## src/rtl/adcport_pkg.sv

```systemverilog
package adcport_pkg;

    localparam int WORD_BITS = 24;
    localparam int BIT_W     = $clog2(WORD_BITS + 1);

    typedef logic [WORD_BITS-1:0] word_t;

    typedef enum logic {
        MODE_MASTER = 1'b0,
        MODE_SLAVE  = 1'b1
    } port_mode_e;

    // One-cycle serial clock edge events fed to the shifter
    typedef struct packed {
        logic fall;
        logic rise;
    } edge_t;

endpackage

```

## src/rtl/adcport_timebase.sv

```systemverilog
module adcport_timebase #(
    parameter int CONV_XTAL = 1656,
    parameter int DIV       = 2,
    parameter int LEAD_XTAL = 4
) (
    input  logic clk,
    input  logic rst,
    input  logic cs_n,
    output logic update,
    output logic blank
);
    localparam int PERIOD = CONV_XTAL * DIV;
    localparam int FIRST  = 2 * PERIOD;
    localparam int LEAD   = LEAD_XTAL * DIV;
    localparam int CW     = $clog2(FIRST + 1);

    localparam logic [CW-1:0] LAST_FIRST = CW'(FIRST - 1);
    localparam logic [CW-1:0] LAST_NEXT  = CW'(PERIOD - 1);
    localparam logic [CW-1:0] BL_FIRST   = CW'(FIRST - 1 - LEAD);
    localparam logic [CW-1:0] BL_NEXT    = CW'(PERIOD - 1 - LEAD);

    logic [CW-1:0] cnt;
    logic          settling;

    assign update = !cs_n && (cnt == (settling ? LAST_FIRST : LAST_NEXT));
    assign blank  = !cs_n && (cnt >= (settling ? BL_FIRST : BL_NEXT));

    always_ff @(posedge clk) begin
        if (rst || cs_n) begin
            cnt      <= '0;
            settling <= 1'b1;
        end else if (update) begin
            cnt      <= '0;
            settling <= 1'b0;
        end else begin
            cnt <= cnt + 1'b1;
        end
    end


    period_restart_chk: assert property (@(posedge clk) disable iff (rst)
        update |=> (cnt == '0));


    guard_before_update_chk: assert property (@(posedge clk) disable iff (rst)
        update |-> $past(blank));

endmodule

```

## src/rtl/adcport_mclk.sv

```systemverilog
module adcport_mclk
    import adcport_pkg::*;
#(
    parameter int DIV = 2
) (
    input  logic  clk,
    input  logic  rst,
    input  logic  run,
    input  logic  more,
    output logic  sclk,
    output edge_t ev
);
    localparam int HALF = (DIV / 2 < 1) ? 1 : DIV / 2;
    localparam int HW   = (HALF > 1) ? $clog2(HALF) : 1;

    logic [HW-1:0] hcnt;
    logic          tick;

    assign tick = run && (hcnt == HW'(HALF - 1));

    always_comb begin
        ev      = '0;
        ev.fall = tick && sclk && more;
        ev.rise = tick && !sclk;
    end

    always_ff @(posedge clk) begin
        if (rst || !run) begin
            hcnt <= '0;
            sclk <= 1'b1;
        end else begin
            hcnt <= tick ? '0 : hcnt + 1'b1;
            if (ev.fall)
                sclk <= 1'b0;
            else if (ev.rise)
                sclk <= 1'b1;
        end
    end


    fall_needs_bits_chk: assert property (@(posedge clk) disable iff (rst)
        $fell(sclk) |-> $past(more));


    idle_high_chk: assert property (@(posedge clk) disable iff (rst)
        !run |=> sclk);

endmodule

```

## src/rtl/adcport_shifter.sv

```systemverilog
module adcport_shifter
    import adcport_pkg::*;
(
    input  logic  clk,
    input  logic  rst,
    input  logic  cs_n,
    input  logic  update,
    input  logic  blank,
    input  word_t word_in,
    input  edge_t ev,
    output logic  dout,
    output logic  more,
    output logic  have
);
    logic [BIT_W-1:0] nbit;
    word_t            shreg;

    always_ff @(posedge clk) begin
        if (rst || cs_n) begin
            have  <= 1'b0;
            nbit  <= '0;
            shreg <= '0;
        end else if (update) begin
            have  <= 1'b1;
            nbit  <= '0;
            shreg <= word_in;
        end else if (blank) begin
            have <= 1'b0;
            nbit <= '0;
        end else if (have) begin
            if (ev.fall && more) begin
                if (nbit != '0)
                    shreg <= shreg << 1;
                nbit <= nbit + 1'b1;
            end else if (ev.rise && !more) begin
                have <= 1'b0;
            end
        end
    end

    assign more = have && (nbit < BIT_W'(WORD_BITS));
    assign dout = !have ? 1'b1 : ((nbit == '0) ? 1'b0 : shreg[WORD_BITS-1]);


    drop_on_deselect_chk: assert property (@(posedge clk) disable iff (rst)
        cs_n |=> !have);


    guard_clears_chk: assert property (@(posedge clk) disable iff (rst)
        (blank && !update) |=> !have);


    bit_bound_chk: assert property (@(posedge clk) disable iff (rst)
        nbit <= BIT_W'(WORD_BITS));


    hold_on_rise_chk: assert property (@(posedge clk) disable iff (rst)
        (ev.rise && !ev.fall && !update && !blank && !cs_n) |=> $stable(shreg));

endmodule

```

## src/rtl/adc_serial_port.sv

```systemverilog
module adc_serial_port
    import adcport_pkg::*;
#(
    parameter int CONV_XTAL = 1656,
    parameter int DIV       = 2,
    parameter int LEAD_XTAL = 4
) (
    input  logic        clk,
    input  logic        rst,
    input  logic        cs_n,
    input  logic        mode,
    input  logic [23:0] result_in,
    input  logic        sclk_in,
    output logic        sclk_out,
    output logic        sclk_oe,
    output logic        dout_rdy,
    output logic        dout_oe
);
    logic       update, blank, have, more, run, is_master;
    logic [2:0] s_q;
    edge_t      s_ev, m_ev, ev;

    assign is_master = (port_mode_e'(mode) == MODE_MASTER);

    // Slave clock synchronizer, idles high
    always_ff @(posedge clk) begin
        if (rst)
            s_q <= 3'b111;
        else
            s_q <= {s_q[1:0], sclk_in};
    end

    always_comb begin
        s_ev      = '0;
        s_ev.fall = !is_master && s_q[2] && !s_q[1];
        s_ev.rise = !is_master && !s_q[2] && s_q[1];
    end

    assign ev  = is_master ? m_ev : s_ev;
    assign run = !cs_n && is_master && have && !blank;

    adcport_timebase #(
        .CONV_XTAL (CONV_XTAL),
        .DIV       (DIV),
        .LEAD_XTAL (LEAD_XTAL)
    ) u_tb (
        .clk    (clk),
        .rst    (rst),
        .cs_n   (cs_n),
        .update (update),
        .blank  (blank)
    );

    adcport_mclk #(
        .DIV (DIV)
    ) u_mclk (
        .clk  (clk),
        .rst  (rst),
        .run  (run),
        .more (more),
        .sclk (sclk_out),
        .ev   (m_ev)
    );

    adcport_shifter u_sh (
        .clk     (clk),
        .rst     (rst),
        .cs_n    (cs_n),
        .update  (update),
        .blank   (blank),
        .word_in (result_in),
        .ev      (ev),
        .dout    (dout_rdy),
        .more    (more),
        .have    (have)
    );

    assign sclk_oe = !cs_n && is_master;
    assign dout_oe = !cs_n;


    slave_quiet_chk: assert property (@(posedge clk) disable iff (rst)
        !is_master |=> sclk_out);

endmodule

```

## config.mk

```make
export PLATFORM = sky130hd
export DESIGN_NAME = adc_serial_port
export DESIGN_NICKNAME = d
export VERILOG_FILES = /design/src/rtl/adcport_pkg.sv /design/src/rtl/adcport_timebase.sv /design/src/rtl/adcport_mclk.sv /design/src/rtl/adcport_shifter.sv /design/src/rtl/adc_serial_port.sv
export SDC_FILE = /design/constraint.sdc
export NUM_CORES = 1
export LEC_CHECK = 0
export BUFFER_PORTS_ARGS = -buffer_cell sky130_fd_sc_hd__clkbuf_2
export CAP_MARGIN = 10
export CORE_UTILIZATION = 50
export CTS_CLUSTER_DIAMETER = 80
export DETAILED_ROUTE_END_ITERATION = 6
export PLACE_DENSITY = 0.71
export SLEW_MARGIN = 25
export SYNTH_ARGS = -nofsm -noshare
export SYNTH_HDL_FRONTEND = slang
export SYNTH_SLANG_ARGS = --single-unit
```

## constraint.sdc

```tcl
create_clock -name clk -period 2.45 [get_ports clk]
set_input_delay 0 -clock clk [delete_from_list [all_inputs] [get_ports clk]]
set_output_delay 0 -clock clk [all_outputs]
set_load 0.1 [all_outputs]
```

Yosys cells after proc, flatten, opt, wreduce, memory -nomap -nowiden
Cells that the tools add are included.
- bits in registers: 49
- word-level logic and storage cells: 70
- output and inout port bits: 4
- input bits: 29
- order comparisons: 2
- $add $sub $neg: 3
- reductions and logical operators: 36
- equality and inequality tests: 2
- muxes and demuxes: 17
- bitwise operators: 2
- operator list (cell ; number):
    2-to-1 mux 24 bit ; 5
    2-to-1 mux 13 bit ; 2
    logical AND 1 bit ; 16
    adder 13 x 1 -> 13 bit (second input constant) ; 1
    == test 13 bit ; 1
    >= comparator 13 bit ; 1
    2-to-1 mux 1 bit ; 9
    nonzero test 2 bit ; 4
    logical NOT 1 bit ; 7
    adder 5 x 1 -> 5 bit (second input constant) ; 1
    logical NOT 5 bit ; 1
    < comparator 5 bit (second input constant) ; 1
    nonzero test 5 bit ; 1
    AND reduction 4 bit ; 1
    OR reduction 2 bit ; 2
    OR reduction 3 bit ; 1
    logical OR 1 bit ; 2
    2-to-1 mux 2 bit ; 1
    != test 2 x 1 -> 1 bit (second input constant) ; 1
    NOT 1 bit ; 2
    AND reduction 2 bit ; 1
    adder 1 bit (second input constant) ; 1

Depth between registers and ports, before layout
Gate-level depths: netlist of the first run.
- depth in word-level cells: 15
- mapped depth: 10
- depth with buffers taken out: 8

Hierarchy
A second synthesis of the first run with hierarchy kept.
- cell total of the unflattened synthesis: 324
- area total of the unflattened synthesis: 2685.1 um^2
- modules (own cells, without submodules) (module ; cells each ; area each (um^2) ; seq. area each (um^2) ; instances):
    adcport_shifter ; 213 ; 1729.2 ; 600.6 ; 1
    adcport_timebase ; 87 ; 733.2 ; 280.3 ; 1
    adc_serial_port ; 15 ; 131.4 ; 60.1 ; 1
    adcport_mclk ; 9 ; 91.3 ; 40.0 ; 1

Worst setup path after synthesis of the first run
Ideal clock, no wire load.
- kind: reg2out
- start: register u_sh.nbit[0]
- end: output dout_rdy
- arrival time: 2822 ps
- buffers on the path: 0
- cell stages (with the launch flop): 5
- required time: 2450 ps
- setup slack: -372 ps
- cells stage by stage: dfxtp_1 -> inv_1 -> ha_1 -> nor4b_1 -> o21ai_0
- longest elaborated chain between the ends: 3
- ends and longest elaborated chain (element ; line ; text):
    start, declared ; adcport_shifter.sv:15 ; logic [BIT_W-1:0] nbit;
    start signal, assigned ; adcport_shifter.sv:34 ; nbit <= nbit + 1'b1;
    logical NOT 5 bit ; adcport_shifter.sv:42 ; assign dout = !have ? 1'b1 : ((nbit == '0) ? 1'b0 : shreg[WORD_BITS-1]);
    2-to-1 mux 1 bit (2 in a row) ; adcport_shifter.sv:42 ;
    end, declared ; adc_serial_port.sv:16 ; output logic dout_rdy,
No other way between the ends.

Worst setup path in the final report of the first run
- start: register u_tb.settling
- end: register u_sh.shreg[18]
- longest elaborated chain between the ends: 12
- elaborated cells on any way between the ends: 19
- classes of those cells: 1 x order compare; 2 x eq/ne; 4 x mux; 12 x reduce/logical
- ends and longest elaborated chain (element ; line ; text):
    start, declared ; adcport_timebase.sv:23 ; logic settling;
    start signal, assigned ; adcport_timebase.sv:31 ; settling <= 1'b1;
    start signal, assigned ; adcport_timebase.sv:34 ; settling <= 1'b0;
    2-to-1 mux 13 bit ; adcport_timebase.sv:26 ; assign blank = !cs_n && (cnt >= (settling ? BL_FIRST : BL_NEXT));
    >= comparator 13 bit ; adcport_timebase.sv:26 ;
    logical AND 1 bit ; adcport_timebase.sv:26 ;
    logical NOT 1 bit ; adc_serial_port.sv:40 ; assign run = !cs_n && is_master && have && !blank;
    logical AND 1 bit ; adc_serial_port.sv:40 ;
    logical AND 1 bit ; adcport_mclk.sv:19 ; assign tick = run && (hcnt == HW'(HALF - 1));
    logical AND 1 bit (2 in a row) ; adcport_mclk.sv:23 ; ev.fall = tick && sclk && more;
    2-to-1 mux 2 bit ; adc_serial_port.sv:39 ; assign ev = is_master ? m_ev : s_ev;
    logical AND 1 bit ; adcport_shifter.sv:31 ; if (ev.fall && more) begin
    nonzero test 2 bit (no line) ; - ;
    AND reduction 4 bit (no line) ; - ;
    end signal, assigned ; adcport_shifter.sv:26 ; shreg <= word_in;
    end signal, assigned ; adcport_shifter.sv:33 ; shreg <= shreg << 1;
    end, declared ; adcport_shifter.sv:16 ; word_t shreg;
Several ways; a longest one is shown, not always the timed one.
A chain may end at the register's enable or synchronous reset.

==> out/metrics.yaml, run 1 <==
run_status:
  status: "complete, no violations"
worst_setup_path:
  crit_fanout: 10
  path_delay_family: "compound AO/OA/AOI/OAI gates"
  cp_cell_sequence: "inv_1 -> ha_1 -> o21ai_0 -> o221ai_1 -> and2_1 -> o21a_1 -> o221ai_1 -> nor2_1"
  cpPeakStageDelay_ns: 0.42
  path_common_cell: "o221ai_1"
  critPathLaunch: "u_tb.settling"
  crit_type: "reg -> reg"
  cp.depth: 8
  crit_path_end_kind: "flip-flop"
  crit_required_ns: 2.69
  slowest_stage: "o21a_1"
  startpoint_type: "flip-flop"
  worst_r2r_startpoint: "u_tb.settling"
  rr_worst_depth: 8
  arrival_ns: 2.46
  setup.worst_path.end: "u_sh.shreg[18]"
  rrSetupSlack_ns: 0.24
  r2r_end: "u_sh.shreg[18]"
  cp_num_buf_inv: 1
yosys:
  synth_area_sq_mm: 0.00234
  ys.flop_type: "dfxtp_1"
  synth_top_family_by_area: "compound AO/OA/AOI/OAI gates"
  synth_async_sr_flop_share_pct: 0
  synth_fa_ha_area_share_pct: 4.28
  syn-num-nets: 283
  synth-seq-cells: 49
  yosysTopAreaCell: "dfxtp_1"
  synth_cell_types: 43
  synth_top_area_share_pct: 41.9
  ys_seq_area_share_pct: 41.9
  avgSynthCellArea_sq_um: 9.51
  synth_compound_area_share_pct: 22.1
  synth_area_leaders: "dfxtp_1 (42%), nor2_1 (5.1%), ha_1 (4.3%), o2bb2ai_1 (3.4%), a22oi_1 (3.2%)"
  synth-simple-area-share_pct: 18.4
  syn_inst: 246
  yosysWarningCount: 0
  synth_mux_area_share_pct: 2.57
  synth-xor-area-share_pct: 5.24
  synth_edf_count: 0
timing:
  slew_headroom_pct: 58.7
  finalCriticalPeriod_ns: 2.21
  rsz0062_at_grt: "no"
  period_share_pct: 90.3
  fin_ws_ns: 0.237
  clock.fmax_mhz: 452
  worstMarginPinSlew_ns: 0.619
  setup_violations: 0
  drv_slew: 0
  hold_viol: 0
  fin_skew_ns: 0.0122
  tns_ns: 0
clocking:
  post-cts-setup-buffers: 0
  clock_path_buffers: 2
  cts.clk_slew.worst_paths_ns: 0.09
  cts_sinks: 49
  cts_tree: "done"
  clockRootBuffer: "clkbuf_8"
  worstSkewPairLatency_ns: 0.31
  cts-buffers-inserted: 5
  h-tree-depth: 2
floorplanning:
  die_h_microns: 70.4
  start_util_pct: 53.0
  io_pins: 33
  core_area_sq_mm: 0.00441
  dieWidth_microns: 70.4
  rows: 24
  die_area_sq_mm: 0.00496
routing:
  post-route-drc-count: 0
  dr.pass1.iters: 4
  via_count: 1958
  wire_per_inst_microns: 13.3
  ant_nets: 0
  drt-initial-drc-count: 68
  totalWireLength_microns: 4720
  routed_via_density: 5.53
power:
  vdd_ir_drop_max_v: 0.000377
  power_density_mw_per_mm2: 518
  p_leak_uw: 0.00106
final_layout:
  antenna_cells: 0
  nNetsFinal: 339
  area_growth_pct: 21.4
  final_common_cell: "dfxtp_1"
  fin_util_pct: 64.4
  layout-drive-gt1-share_pct: 23.2
  final_cell_mix: "dfxtp_1 (49), clkbuf_2 (32), nor2_1 (31)"
  fillers: 363
grt:
  grt_pass1_vias: 1891
  grt_max_degree: 21
  grt_overflow_total: 0
  antenna_found_initial: 0
  grt_pass1_wl_microns: 8280
  grtUsageTotal_pct: 20.8
placed_design:
  place_congestion: 0.745
  post-dp-hpwl_microns: 3190
  pre_cts_ws_ns: -0.0130
  numPortBuffers: 32
worst_hold_path:
  hp-class: "in -> reg"
run:
  cap_violations: 0
cell families (layout without fill, tap and decap cells):
group | count (synthesis) | count (layout)
XOR/XNOR | 14 | 14
adder cells (fa/ha/maj) | 8 | 8
AND/OR/NAND/NOR | 87 | 87
multiplexers | 6 | 6
AO/OA/AOI/OAI | 61 | 61
buffers and inverters | 20 | 76
flip-flops | 49 | 49
other | 1 | 1
area by class of cell:
cell class / instances / area (sq um) / area share [%]
clock buffers: 5 / 68.8 / 2.42
clock inverters: 2 / 38.8 / 1.37
inverters: 9 / 33.8 / 1.19
multi-input cells: 177 / 1240 / 43.5
flip-flops and latches: 49 / 981 / 34.5
well taps: 52 / 65.1 / 2.29
repair buffers: 60 / 418 / 14.7
synth_stat cells (6+ instances only):
master and instances:
dfxtp_1 49, a22oi_1 10, inv_1 9, xnor2_1 8
o2bb2ai_1 9, xor2_1 6, a21oi_1 7, nand2_1 14
nor2_1 32, ha_1 8, nand3_1 9, mux2i_1 6
o21ai_0 10, nor3_1 8
what timing repair did:
action	4_1_cts	5_1_grt
hold endpoints to repair	19	0
hold buffers	19	0
resized for setup	1	0
setup endpoints to repair	9	0
layer usage:
layer / routed length (microns) / part of all wire, % / GRT usage (%) / vias up
met5: 0 / 0 / 0 / -
met4: 57 / 1.2 / 7.11 / 0
met3: 169 / 3.6 / 5.92 / 5
met2: 2200 / 47 / 33.0 / 28
met1: 2290 / 48 / 26.8 / 918
li1: - / - / - / 1007
worst min-delay path, delay by kind of cell:
family          cells  cell delay [ns]
compound gates      2             0.19
buf+inv             1             0.08
through the flow:
stage / std cells / cell area (sq um) / total power [uW] / hold WS, ns
final: 354 / 2840 / 1470 / 0.00263
after global routing: 354 / 2840 / 1530 / 0.0154
after CTS: 354 / 2840 / 1490 / 0.000495
after detailed placement: 328 / 2540 / 899 / 0.185
after global placement: 328 / 2540 / 898 / 0.183
after floorplan: 246 / 2340 / 861 / 0.0997
state kept, by name, summed over array words and instances (netlist names):
signal and count:
u_sh.have 1, u_mclk.hcnt 1, u_sh.nbit 5, u_tb.settling 1
u_mclk.sclk 1, u_sh.shreg 24, s_q 3, u_tb.cnt 13
how the worst min path moves through the flow:
stage | start | endpoint | slack [ns] | cells after the start
2_1_floorplan | mode | sclk_oe | 0.1 | 1
3_3_place_gp | sclk_in | s_q[0] | 0.18 | 2
3_5_place_dp | sclk_in | s_q[0] | 0.19 | 2
4_1_cts | result_in[23] | u_sh.shreg[23] | 0.0005 | 3
5_1_grt | result_in[23] | u_sh.shreg[23] | 0.02 | 3
6_report | result_in[23] | u_sh.shreg[23] | 0.003 | 3
where the power goes:
group / total, uW / internal [uW] / switching [uW] / leakage (uW)
registers: 803 / 800 / 2.99 / 0.000396
logic: 101 / 48.3 / 52.4 / 0.000613
clock network: 568 / 302 / 266 / 0.0000546
Note: power is estimated with default switching activity, not from simulation.
==> run 2, diff against run 1 <==
--- a/config.mk
+++ b/config.mk
@@ -8,6 +8,7 @@
 export BUFFER_PORTS_ARGS = -buffer_cell sky130_fd_sc_hd__clkbuf_2
 export CAP_MARGIN = 10
 export CORE_UTILIZATION = 50
+export CTS_BUF_LIST = sky130_fd_sc_hd__clkbuf_16
 export CTS_CLUSTER_DIAMETER = 80
 export DETAILED_ROUTE_END_ITERATION = 6
 export PLACE_DENSITY = 0.71
==> run 2 against run 1 <==
Against the previous run:
- via count is 1.7% lower
- die area did not move
- critical path depth unchanged
- total power up 13%
- sequential cell count unchanged
- critical endpoint is now u_sh.shreg[15]
==> out/metrics.yaml, run 2 (synthesis gave the netlist of run 1 again) <==
run_status:
  status: "complete, no violations"
placed_design:
  place_congestion: 0.745
  place_area_sq_mm: 0.00254
  placed_cells: 328
  post-dp-hpwl_microns: 3190
  pre_cts_ws_ns: -0.0130
  numPortBuffers: 32
final_layout:
  top_register: "u_sh.shreg"
  final_cell_mix: "dfxtp_1 (49), clkbuf_2 (32), nor2_1 (31)"
  largest_reg_flops: 24
  layout-drive-gt1-share_pct: 24.1
  antenna_cells: 0
  nNetsFinal: 327
  final_common_cell: "dfxtp_1"
  stdcell_area_sq_mm: 0.00278
  area_growth_pct: 18.7
  finalNonFillerCells: 342
  reg_top3: "u_sh.shreg (24), u_tb.cnt (13), u_sh.nbit (5)"
timing:
  setup_violations: 0
  finalCriticalPeriod_ns: 2.24
  clock.fmax_mhz: 446
  drv_slew: 0
  fin_skew_ns: 0.00641
  slew_headroom_pct: 58.1
  worstMarginPinSlew_ns: 0.627
  fin_ws_ns: 0.207
  tns_ns: 0
  hold_viol: 0
  period_share_pct: 91.5
  rsz0062_at_grt: "no"
power:
  total_power_uw: 1660
  vdd_ir_drop_max_v: 0.000429
  power_density_mw_per_mm2: 596
  p_leak_uw: 0.00104
floorplanning:
  io_pins: 33
  start_util_pct: 53.0
  core_area_sq_mm: 0.00441
  die_h_microns: 70.4
  rows: 24
  dieWidth_microns: 70.4
  die_area_sq_mm: 0.00496
clocking:
  cts.clk_slew.worst_paths_ns: 0.07
  post-cts-setup-buffers: 0
  clockRootBuffer: "clkbuf_16"
  cts_sinks: 49
  worstSkewPairLatency_ns: 0.29
  h-tree-depth: 2
  cts-buffers-inserted: 5
  clock_path_buffers: 2
  cts_tree: "done"
routing:
  ant_nets: 0
  dr.pass1.iters: 4
  via_count: 1924
  routed_via_density: 5.63
  totalWireLength_microns: 4670
  drt-initial-drc-count: 72
  wire_per_inst_microns: 13.7
  post-route-drc-count: 0
worst_setup_path:
  crit_fanout: 10
  crit_required_ns: 2.63
  crit_type: "reg -> reg"
  rr_worst_depth: 8
  startpoint_type: "flip-flop"
  crit_path_end_kind: "flip-flop"
  arrival_ns: 2.42
worst_hold_path:
  min_delay_path_depth: 3
  hp-class: "in -> reg"
grt:
  antenna_found_initial: 0
  grt_pass1_vias: 1841
  grt_overflow_total: 0
  grt_pass1_wl_microns: 8070
  grtUsageTotal_pct: 20.2
  grt_max_degree: 21
run:
  cap_violations: 0
## run 2: layout make-up
class | instances | area, sq um
Inverter | 9 | 33.8
Fill cell | 377 | 1640
Clock buffer | 5 | 125
Timing Repair Buffer | 48 | 298
Sequential cell | 49 | 981
Clock inverter | 2 | 38.8
Multi-Input combinational cell | 177 | 1240
Tap cell | 52 | 65.1
## run 2: worst max-delay path, cell delays in order (launching register included)
cell      delay [ns]
dfxtp_1         0.36
inv_1           0.10
ha_1            0.31
o21ai_0         0.08
o221ai_1        0.29
and2_1          0.25
o21a_1          0.43
mux2i_1         0.24
a21oi_1         0.08
## run 2: path summary, 6_finish.rpt
path / from / slack [ns] / to
worst max-delay path: u_tb.settling / 0.21 / u_sh.shreg[15]
worst min-delay path: result_in[15] / 0.005 / u_sh.shreg[15]
worst max register to register: u_tb.settling / 0.21 / u_sh.shreg[15]
worst min register to register: s_q[0] / 0.44 / s_q[1]
## run 2: what timing repair did
action / CTS / global route
endpoints found under the hold margin: 6 / 0
gates resized for setup: 1 / 0
endpoints found under the setup margin: 13 / 0
hold buffers: 7 / 0
## run 2: per-stage QoR
stage	util, %	hold WS (ns)
after floorplan	-	0.0997
after global routing	62.9	0.0170
after global placement	57.6	0.183
final	62.9	0.00530
after detailed placement	57.6	0.185
after CTS	62.9	0.00525
## run 2: per-layer routing
layer  vias up  share of wire [%]  GRT usage, %
li1        979                  -             -
met1       910                 49          25.8
met2        29                 46          32.8
met3         6                3.2          4.18
met4         0                1.5          8.89
met5         -                  0             0
## run 2: report_power, final
group	internal [uW]	total (uW)	leakage [uW]	switching (uW)
registers	801	804	0.000396	3.13
logic	35.9	85.9	0.000563	49.9
clock network	479	766	0.0000803	287
==> run 3, diff against run 2 <==
--- a/config.mk
+++ b/config.mk
@@ -11,7 +11,7 @@
 export CTS_BUF_LIST = sky130_fd_sc_hd__clkbuf_16
 export CTS_CLUSTER_DIAMETER = 80
 export DETAILED_ROUTE_END_ITERATION = 6
-export PLACE_DENSITY = 0.71
+export PLACE_DENSITY = 0.74
 export SLEW_MARGIN = 25
 export SYNTH_ARGS = -nofsm -noshare
 export SYNTH_HDL_FRONTEND = slang
==> constraint.sdc (replaced) <==
create_clock -name clk -period 1.9 [get_ports clk]
set_input_delay 0 -clock clk [delete_from_list [all_inputs] [get_ports clk]]
set_output_delay 0 -clock clk [all_outputs]
set_load 0.1 [all_outputs]
==> run 3 against run 2 <==
Against the previous run:
- the run now ends with negative hold slack, negative setup slack left
- critical path type unchanged
- clock skew barely moved
- largest power group unchanged
- final cell count rose by 13%
- die area did not move
- clock power rose by 13%
- critical endpoint is now u_sh.shreg[23]
- highest routed layer unchanged
- global-route usage rose by 4.7 points
- setup slack got worse by 0.34 ns
==> out/metrics.yaml, run 3 (synthesis gave the netlist of run 1 again) <==
routing:
  wire_per_inst_microns: 17.0
  via_count: 2228
  drt-initial-drc-count: 167
  ant_nets: 0
  routed_via_density: 5.77
  post-route-drc-count: 0
  totalWireLength_microns: 6550
  dr.pass1.iters: 4
timing:
  rsz0062_at_grt: "yes"
  hold_slack_ns: -0.00196
  hold_viol: 1
  finalCriticalPeriod_ns: 2.03
  fin_ws_ns: -0.128
  period_share_pct: 107
  setup_violations: 25
  fin_skew_ns: 0.00632
  clock.fmax_mhz: 493
  worstMarginPinSlew_ns: 0.544
  slew_headroom_pct: 63.9
  drv_slew: 0
final_layout:
  final_cell_mix: "dfxtp_1 (45), buf_4 (36), clkbuf_2 (32)"
  reg_top3: "u_sh.shreg (24), u_tb.cnt (13), u_sh.nbit (5)"
  final_common_cell: "dfxtp_1"
  regArea_sq_um: 991
  layout-drive-gt1-share_pct: 43.1
  multi_input_area_sq_mm: 0.00146
  largest_reg_flops: 24
  fillers: 267
  top_register: "u_sh.shreg"
  nNetsFinal: 371
  area_growth_pct: 44.4
  antenna_cells: 0
power:
  vdd_ir_drop_max_v: 0.000458
  p_leak_uw: 0.00131
  total_power_uw: 2040
  power_density_mw_per_mm2: 603
worst_setup_path:
  cpPeakStageDelay_ns: 0.37
  crit_path_end_kind: "flip-flop"
  slowest_stage: "dfxtp_4"
  crit_required_ns: 2.07
  cp_cell_sequence: "ha_1 -> nand4_1 -> o221ai_2 -> and2_4 -> o21ai_4 -> buf_6 -> buf_8 -> a22oi_2 -> o2bb2ai_2"
  crit_type: "reg -> reg"
  arrival_ns: 2.20
  crit_fanout: 5
  startpoint_type: "flip-flop"
floorplanning:
  io_pins: 33
  core_area_sq_mm: 0.00441
  die_h_microns: 70.4
  dieWidth_microns: 70.4
  start_util_pct: 53.0
  die_area_sq_mm: 0.00496
  rows: 24
grt:
  grt_max_degree: 22
  grt_pass1_vias: 2156
  grtUsageTotal_pct: 25.0
  grt_pass1_wl_microns: 9830
  antenna_found_initial: 0
  grt_overflow_total: 0
placed_design:
  numPortBuffers: 32
  pre_cts_ws_ns: -0.445
  place_congestion: 0.836
  post-dp-hpwl_microns: 3680
run_status:
  violations: "negative hold slack, negative setup slack"
  status: "finished, violations left"
clocking:
  clockRootBuffer: "clkbuf_16"
  clock_path_buffers: 2
  cts_sinks: 49
  cts.clk_slew.worst_paths_ns: 0.07
  worstSkewPairLatency_ns: 0.29
  h-tree-depth: 2
  cts-buffers-inserted: 5
  cts_tree: "done"
run:
  cap_violations: 0
worst_hold_path:
  hp-class: "in -> reg"
run 3: changes by cell type in the layout (fill, tap and decap cells not counted), moves of 4 or more:
| cell | previous run | this run |
|---|---|---|
| buf_6 | 0 | 6 |
| ha_1 | 8 | 4 |
| dlygate4sd3_1 | 7 | 13 |
| nor3_1 | 8 | 4 |
| o21ai_0 | 9 | 3 |
| a22oi_2 | 5 | 12 |
| dfxtp_1 | 49 | 45 |
| buf_4 | 9 | 36 |
| a22oi_1 | 10 | 3 |
run 3: final cells by class:
type | count | area share, %
clock buffers | 5 | 3.70
clock inverters | 2 | 0.481
inverters | 9 | 1.15
multi-input cells | 179 | 43.2
flip-flops and latches | 49 | 29.3
well taps | 52 | 1.93
repair buffers | 90 | 20.2
run 3: final timing paths:
path,start,to,slack [ns],cells after the start
worst min register to register,s_q[0],s_q[1],0.43,1
worst max register to register,u_tb.settling,u_sh.shreg[23],-0.13,9
worst max-delay path,u_tb.settling,u_sh.shreg[23],-0.13,9
worst min-delay path,result_in[12],u_sh.shreg[12],-0.002,3
run 3: power by group:
group	switching [uW]	internal [uW]
logic	74.6	60.1
clock network	386	483
registers	3.53	1030
total	464	1570
run 3: worst max-delay path: cells and delay by family (launching register included):
| family | cells | cell delay [ns] |
|---|---|---|
| AOI/OAI and AO/OA | 4 | 0.55 |
| adders and majority gates | 1 | 0.34 |
| and+or+nand+nor | 2 | 0.37 |
| DFF | 1 | 0.37 |
| buffers and inverters | 2 | 0.28 |
run 3: stage by stage:
stage	cells	TNS [ns]	hold slack, ns	utilization (%)	area (sq um)
floorplan	246	0	0.0997	-	2360
global placement	355	-7.26	0.183	62.8	2770
detailed placement	355	-9.45	0.186	62.8	2770
CTS	383	-2.53	0.000328	73.3	3240
global route	386	-4.95	0.0195	76.6	3380
finish	386	-2.05	-0.00196	76.6	3380
run 3: repair_timing:
item	4_1_cts	5_1_grt
hold endpoints to repair	12	1
endpoints found under the setup margin	30	42
gates resized for setup	35	28
cloned	4	1
pin swaps	22	15
buffers inserted	6	2
hold buffers	12	1
run 3: layer usage:
layer / up-vias / global-route usage [%] / wire length, microns
li1: 1077 / - / -
met1: 1068 / 29.4 / 2630
met2: 68 / 45.4 / 3560
met3: 15 / 4.33 / 245
met4: 0 / 8.00 / 109
met5: - / 0 / 0
